File: src/rtl/scl_tgen_pkg.sv
package scl_tgen_pkg;

  typedef enum logic [1:0] {
    PH_IDLE = 2'd0,
    PH_LOW  = 2'd1,
    PH_WAIT = 2'd2,
    PH_HIGH = 2'd3
  } phase_e;

  function automatic int imax(input int a, input int b);
    return (a > b) ? a : b;
  endfunction

endpackage

File: src/rtl/scl_tgen_cfg.sv
// Selects phase lengths for the active mode; the high-phase reload
// value is captured at each low-phase start so a running period is stable.
module scl_tgen_cfg #(
  parameter int DIV_LO_W = 7,
  parameter int DIV_HI_W = 2,
  parameter int FAST_W   = 7,
  parameter int HOLD_W   = 8,
  parameter int LEN_W    = 10,
  parameter int LEAD     = 3
) (
  input  logic                clk,
  input  logic                rst,
  input  logic                load,
  input  logic                fast_mode,
  input  logic [DIV_LO_W-1:0] div_lo,
  input  logic [DIV_HI_W-1:0] div_hi,
  input  logic [FAST_W-1:0]   fast_high,
  input  logic [FAST_W-1:0]   fast_low,
  input  logic [HOLD_W-1:0]   hold_cnt,
  output logic [LEN_W-1:0]    low_len,
  output logic [LEN_W-1:0]    hold_len,
  output logic [LEN_W-1:0]    high_reload
);

  localparam int DIV_W = DIV_LO_W + DIV_HI_W;

  logic [DIV_W-1:0] divider;
  logic [LEN_W-1:0] high_len;
  logic [LEN_W-1:0] lead_c;

  assign divider = {div_hi, div_lo};
  assign lead_c  = LEN_W'(LEAD);

  always_comb begin
    if (fast_mode) begin
      low_len  = LEN_W'({fast_low, 1'b0});
      high_len = LEN_W'({fast_high, 1'b0});
      hold_len = LEN_W'(hold_cnt);
    end else begin
      low_len  = LEN_W'({divider, 1'b0});
      high_len = LEN_W'({divider, 1'b0});
      hold_len = LEN_W'(divider);
    end
  end

  // The synchronizer and phase register already consume LEAD cycles of
  // the released time, so the counter is shortened by that amount.
  always_ff @(posedge clk) begin
    if (rst) begin
      high_reload <= '0;
    end else if (load) begin
      if (high_len > lead_c)
        high_reload <= high_len - lead_c - LEN_W'(1);
      else
        high_reload <= '0;
    end
  end

endmodule

File: src/rtl/scl_tgen_sync.sv
// Multi-stage synchronizer for the sensed SCL level; resets to idle-high.
module scl_tgen_sync #(
  parameter int STAGES = 2
) (
  input  logic clk,
  input  logic rst,
  input  logic din,
  output logic dout
);

  logic [STAGES-1:0] chain;

  generate
    for (genvar i = 0; i < STAGES; i++) begin : g_stage
      if (i == 0) begin : g_first
        always_ff @(posedge clk) begin
          if (rst) chain[i] <= 1'b1;
          else     chain[i] <= din;
        end
      end else begin : g_next
        always_ff @(posedge clk) begin
          if (rst) chain[i] <= 1'b1;
          else     chain[i] <= chain[i-1];
        end
      end
    end
  endgenerate

  assign dout = chain[STAGES-1];

endmodule

File: src/rtl/scl_tgen_stretch.sv
// Counts cycles that SCL stays low after release and flags a timeout once.
module scl_tgen_stretch #(
  parameter int LIMIT = 500000
) (
  input  logic clk,
  input  logic rst,
  input  logic clear,
  input  logic held_low,
  output logic timeout
);

  localparam int CNT_W = $clog2(LIMIT + 1);
  localparam logic [CNT_W-1:0] LIM_C = CNT_W'(LIMIT);

  logic [CNT_W-1:0] cnt;

  always_ff @(posedge clk) begin
    if (rst) begin
      cnt     <= '0;
      timeout <= 1'b0;
    end else begin
      timeout <= 1'b0;
      if (clear) begin
        cnt <= '0;
      end else if (held_low && cnt != LIM_C) begin
        cnt     <= cnt + CNT_W'(1);
        timeout <= (cnt == LIM_C - CNT_W'(1));
      end
    end
  end

endmodule

File: src/rtl/scl_tgen_fsm.sv
// Phase sequencer: low phase, wait for bus high, timed high phase.
module scl_tgen_fsm
  import scl_tgen_pkg::*;
#(
  parameter int LEN_W = 10
) (
  input  logic             clk,
  input  logic             rst,
  input  logic             enable,
  input  logic             scl_high,
  input  logic [LEN_W-1:0] low_len,
  input  logic [LEN_W-1:0] hold_len,
  input  logic [LEN_W-1:0] high_reload,
  output logic             load,
  output phase_e           phase,
  output logic             scl_low,
  output logic             low_start,
  output logic             high_start,
  output logic             hold_done
);

  logic [LEN_W-1:0] cnt;
  logic [LEN_W-1:0] hcnt;

  assign load = enable &&
                ((phase == PH_IDLE) || (phase == PH_HIGH && cnt == '0));

  always_ff @(posedge clk) begin
    if (rst) begin
      phase      <= PH_IDLE;
      cnt        <= '0;
      hcnt       <= '0;
      scl_low    <= 1'b0;
      low_start  <= 1'b0;
      high_start <= 1'b0;
      hold_done  <= 1'b0;
    end else begin
      low_start  <= 1'b0;
      high_start <= 1'b0;
      hold_done  <= 1'b0;
      if (hcnt != '0) begin
        hcnt      <= hcnt - LEN_W'(1);
        hold_done <= (hcnt == LEN_W'(1));
      end
      if (load) begin
        phase     <= PH_LOW;
        cnt       <= low_len - LEN_W'(1);
        hcnt      <= hold_len;
        scl_low   <= 1'b1;
        low_start <= 1'b1;
      end else begin
        case (phase)
          PH_LOW: begin
            if (cnt == '0) begin
              phase   <= PH_WAIT;
              scl_low <= 1'b0;
            end else begin
              cnt <= cnt - LEN_W'(1);
            end
          end
          PH_WAIT: begin
            if (scl_high) begin
              phase      <= PH_HIGH;
              cnt        <= high_reload;
              high_start <= 1'b1;
            end
          end
          PH_HIGH: begin
            if (cnt != '0) cnt <= cnt - LEN_W'(1);
            else           phase <= PH_IDLE;
          end
          default: phase <= PH_IDLE;
        endcase
      end
    end
  end

endmodule

File: src/rtl/scl_timing_gen.sv
module scl_timing_gen
  import scl_tgen_pkg::*;
#(
  parameter int DIV_LO_W      = 7,
  parameter int DIV_HI_W      = 2,
  parameter int FAST_W        = 7,
  parameter int HOLD_W        = 8,
  parameter int SYNC_STAGES   = 2,
  parameter int STRETCH_LIMIT = 500000
) (
  input  logic                clk,
  input  logic                rst,
  input  logic                enable,
  input  logic                fast_mode,
  input  logic [DIV_LO_W-1:0] div_lo,
  input  logic [DIV_HI_W-1:0] div_hi,
  input  logic [FAST_W-1:0]   fast_high,
  input  logic [FAST_W-1:0]   fast_low,
  input  logic [HOLD_W-1:0]   hold_cnt,
  input  logic                scl_in,
  output logic                scl_drive_low,
  output logic                low_start,
  output logic                high_start,
  output logic                hold_done,
  output logic                stretch_timeout
);

  localparam int DIV_W = DIV_LO_W + DIV_HI_W;
  localparam int LEN_W = imax(imax(DIV_W, FAST_W) + 1, HOLD_W);
  localparam int LEAD  = SYNC_STAGES + 1;

  logic             load;
  logic             scl_sync;
  phase_e           phase;
  logic [LEN_W-1:0] low_len;
  logic [LEN_W-1:0] hold_len;
  logic [LEN_W-1:0] high_reload;

  scl_tgen_cfg #(
    .DIV_LO_W(DIV_LO_W), .DIV_HI_W(DIV_HI_W), .FAST_W(FAST_W),
    .HOLD_W(HOLD_W), .LEN_W(LEN_W), .LEAD(LEAD)
  ) u_cfg (
    .clk(clk), .rst(rst), .load(load), .fast_mode(fast_mode),
    .div_lo(div_lo), .div_hi(div_hi), .fast_high(fast_high),
    .fast_low(fast_low), .hold_cnt(hold_cnt),
    .low_len(low_len), .hold_len(hold_len), .high_reload(high_reload)
  );

  scl_tgen_sync #(.STAGES(SYNC_STAGES)) u_sync (
    .clk(clk), .rst(rst), .din(scl_in), .dout(scl_sync)
  );

  scl_tgen_fsm #(.LEN_W(LEN_W)) u_fsm (
    .clk(clk), .rst(rst), .enable(enable), .scl_high(scl_sync),
    .low_len(low_len), .hold_len(hold_len), .high_reload(high_reload),
    .load(load), .phase(phase), .scl_low(scl_drive_low),
    .low_start(low_start), .high_start(high_start), .hold_done(hold_done)
  );

  scl_tgen_stretch #(.LIMIT(STRETCH_LIMIT)) u_stretch (
    .clk(clk), .rst(rst),
    .clear(phase != PH_WAIT),
    .held_low(phase == PH_WAIT && !scl_sync),
    .timeout(stretch_timeout)
  );

endmodule

File: config.mk
export PLATFORM = sky130hd
export DESIGN_NAME = scl_timing_gen
export DESIGN_NICKNAME = d
export VERILOG_FILES = /design/src/rtl/scl_tgen_pkg.sv /design/src/rtl/scl_tgen_cfg.sv /design/src/rtl/scl_tgen_sync.sv /design/src/rtl/scl_tgen_stretch.sv /design/src/rtl/scl_tgen_fsm.sv /design/src/rtl/scl_timing_gen.sv
export SDC_FILE = /design/constraint.sdc
export NUM_CORES = 1
export LEC_CHECK = 0
export BUFFER_PORTS_ARGS = -buffer_cell sky130_fd_sc_hd__clkbuf_2
export CAP_MARGIN = 20
export CORE_MARGIN = 2
export CORE_UTILIZATION = 50
export DETAILED_ROUTE_END_ITERATION = 12
export PLACE_DENSITY = 0.7
export SYNTH_ARGS = -nofsm -noshare
export SYNTH_HDL_FRONTEND = slang
export SYNTH_SLANG_ARGS = --single-unit
File: constraint.sdc
create_clock -name clk -period 4.1 [get_ports clk]
set_clock_uncertainty 0.2 [all_clocks]
set_input_delay 0.41 -clock clk [delete_from_list [all_inputs] [get_ports clk]]
set_output_delay 0.41 -clock clk [all_outputs]
set_load 0.02 [all_outputs]
==> reports/summary.md <==
In the final routed layout, each cell accounts on average for 15.3 um. The run gives 0.882 as the routability congestion estimate. TritonCTS created 9 clock buffers. The number of buffers and inverters on the critical path is 2. The H-tree was split into 3 levels. Entering global routing, the biggest net connects 30 pins.

Detailed placement finished with a half-perimeter wire length of 6410 um. 41 I/O pins were placed. The starting DRC count in detailed routing was 145; the number of setup buffers added after CTS was 0. After clock tree synthesis, the clock-pin slew on the worst setup and hold paths is 0.07 ns. The run gives 0 as the number of hold violations in the final report. Cells fill 59.0% of the core in the end. The first global-routing pass estimated 14900 um of wire. On the critical path, the stage with the largest delay is an instance of sky130_fd_sc_hd__or4b_1.

For this run, the post-layout net count is 526. For the first-pass detailed-route iteration total, the log shows 4. The floorplan has 30 rows. The number of nets handed over by synthesis was 495. The area enclosed by the die boundary came out at 7890 sq um.

The logs give 3600 sq um for the total standard cell area after synthesis and 0 for the final antenna diode count. The startpoint identified for the worst hold timing path is scl_in. Max-cap violations in this run came to 0.

Peak ir drop on the vdd network: 0.411 mV. For this run, the register share of the synthesized area comes to 31.7%. In the routed layout, each cell is associated on average with a via count of 5.94.

Setup total negative slack on the finished layout was measured at 0 ns. Post-cts sizing count: 0. The proportion of synthesized flip-flops having asynchronous set or reset was 0%. TritonCTS built the clock tree.

Among all flip-flop cells after synthesis, the most frequent one is sky130_fd_sc_hd__dfxtp_1. The critical path's largest stage delay is 0.58 ns. Actual slew at the worst max-slew pin: 1.13 ns. In this run the critical register-to-register path is launched from u_fsm.cnt[0]. The remaining antenna violation count came out at 0. The signal on the critical path passes through inv_1 > ha_1 > or4b_1 > nor4_2 > or2_1 > buf_4 > and4_1 > a311oi_2. In this run the worst path has a maximum fanout of 17.

The die is 88.8 um tall. The gate family responsible for the most delay along the worst path was simple AND/OR/NAND/NOR gates. Clock tree synthesis selected as its root buffer the cell sky130_fd_sc_hd__clkbuf_8. The fraction of final layout cells sized beyond drive strength 1 works out to 16.1%. The tools report the post-route worst hold slack as 0.0576 ns. Counting flops with a built-in enable in the synthesized netlist gives 0. The post-layout minimum cycle time is 2.95 ns. At the worst endpoint, the arrival time is 2.92 ns.

The initial antenna violation count came out at 0. The run gives 8850 um as the final wirelength. The clock passes through at most 2 buffers. The logs give 52.4% for the initial standard-cell utilization of the core and 0.339 GHz for the highest achievable clock rate.

Clock latency on the worst-skew pair, taken at its later pin, is 0.33 ns. Start-to-end type of the worst setup path: register to register. Worst hold-check path type: input port to register. Data on the critical path is required at its endpoint by 4.07 ns. For this design, the CTS-stage hold fixing added 0 buffers.

The tools report the launch point of the worst path as u_fsm.cnt[0]. The worst setup path is launched from a register. STA classifies the critical path endpoint as a register.

The combined global-route utilization of all metal layers is 23.9%. The run gives 3830 sq um as the placement-stage cell area. The final critical-path share of the clock period was 71.9%. After synthesis, the mean cell area works out to 8.05 sq um. Setup repair after global routing left no endpoint under its margin. The via count of the first global-routing pass is 3196. The flow ran to the end, and the final reports show no timing, DRC or antenna violations. The number of storage elements in the synthesis netlist works out to 57. The run gives 0 as the final number of max-transition violations. For this design, the sink count on the clock tree is 57. The area growth from synthesis to layout is 12.6%. The remaining global-route overflow was 0.

The cell count after synthesis came out at 447. During placement, the flow inserted port buffers numbering 40. Horizontal die dimension: 88.8 um.

The filler cell count came out at 664. The worst slew margin relative to its limit was 23.7%; the setup-violating endpoint count in the final report was 0. Yosys printed 0 warnings. The post-detailed-route DRC marker count was 0. The routed layout has 3437 vias.

The placeable core area was 6870 sq um. After synthesis, the netlist uses 62 different library cells. For this design the ratio of total power to cell area is 584 nW/um^2. The leakage component of the power was 0.00149 uW.

The total non-filler cell area in the finished layout came out at 4050 sq um.
[final cells by class]
class                      instances  area, sq um  share of cell area (%)
clock buffer                      11          141                    3.49
clock inverter                     5         78.8                    1.95
inverter                          17         63.8                    1.58
multi-input combinational        348         2270                    56.0
sequential                        57         1140                    28.2
tap                               96          120                    2.96
timing repair buffer              45          238                    5.87
[worst paths after layout]
| check | depth (start not counted) | to | slack, ns |
|---|---|---|---|
| setup reg to reg | 8 | u_fsm.cnt[9] | 1.15 |
| setup / recovery | 8 | u_fsm.cnt[9] | 1.15 |
| hold reg to reg | 1 | u_sync.dout | 0.21 |
| hold / removal | 2 | u_sync.chain[0] | 0.06 |
[synthesized netlist by cell type (all sizes together), types with 3 or more instances]
cell type / n / area share [%]
a2111oi: 7 / 1.7
a211oi: 18 / 3.8
a21o: 3 / 0.63
a21oi: 34 / 4.7
a311oi: 3 / 0.90
a31o: 3 / 0.73
a31oi: 4 / 0.70
and2: 4 / 0.70
and4: 4 / 0.97
buf: 14 / 2.4
clkbuf: 11 / 1.1
dfxtp: 57 / 32
ha: 12 / 4.2
inv: 17 / 1.8
mux2i: 11 / 3.1
nand2: 40 / 4.2
nand3: 18 / 2.5
nand4: 3 / 0.52
nor2: 43 / 4.5
nor2b: 9 / 1.6
nor3: 14 / 1.9
nor3b: 6 / 1.3
nor4: 6 / 1.4
o211ai: 3 / 0.63
o21ai: 19 / 2.6
o31ai: 4 / 0.83
or2: 4 / 0.77
or3: 4 / 0.70
or3b: 3 / 0.73
or4: 5 / 1.0
or4b: 4 / 1.1
xnor2: 20 / 4.9
xor2: 13 / 3.2
[where the power goes]
group          switching (uW)  leakage, uW  internal, uW
Clock                     231     0.000113           358
Combinational             583     0.000908           403
Sequential                122     0.000467           671
Total                     936      0.00149          1430
[registers in the layout, indices dropped and copies added, names as in the netlist, 2 cells and up]
| register | flops |
|---|---|
| u_cfg.high_reload | 9 |
| u_fsm.phase | 2 |
| u_fsm.hcnt | 10 |
| u_fsm.cnt | 10 |
| u_stretch.cnt | 19 |
[metal layers]
metal | track usage (%) | vias up | wire, um
met2 | 41.3 | 89 | 4230
met4 | 7.99 | 0 | 176
met5 | 0 | - | 0
li1 | - | 1698 | -
met1 | 29.1 | 1630 | 4080
met3 | 5.78 | 20 | 357
[cells in the final DEF (no fill, tap or decap), drive strengths merged, types with 13 or more instances in the layout]
master  synthesis  routed
nor3           14      14
xnor2          20      20
dfxtp          57      57
a21oi          34      34
o21ai          19      19
inv            17      17
nand2          40      40
xor2           13      13
a211oi         18      18
clkbuf         11      51
nor2           43      43
nand3          18      18
[cells by family after synthesis]
| logic type | share of synthesized area (%) |
|---|---|
| and+or+nand+nor | 25.3 |
| AOI/OAI and AO/OA | 21.8 |
| muxes | 3.69 |
| adders and majority gates | 4.17 |
| xor gates and xnor gates | 8.03 |
| buffers and inverters | 5.32 |
| DFF | 31.7 |
[metrics by stage]
stage / instances / worst slack [ns] / power (uW)
after floorplan: 447 / 1.05 / 1570
after CTS: 579 / 1.16 / 2370
after detailed placement: 563 / 1.18 / 1770
after global placement: 563 / 1.27 / 1750
after global routing: 579 / 0.957 / 2550
final: 579 / 1.15 / 2370
(Power assumes the default switching activity.)
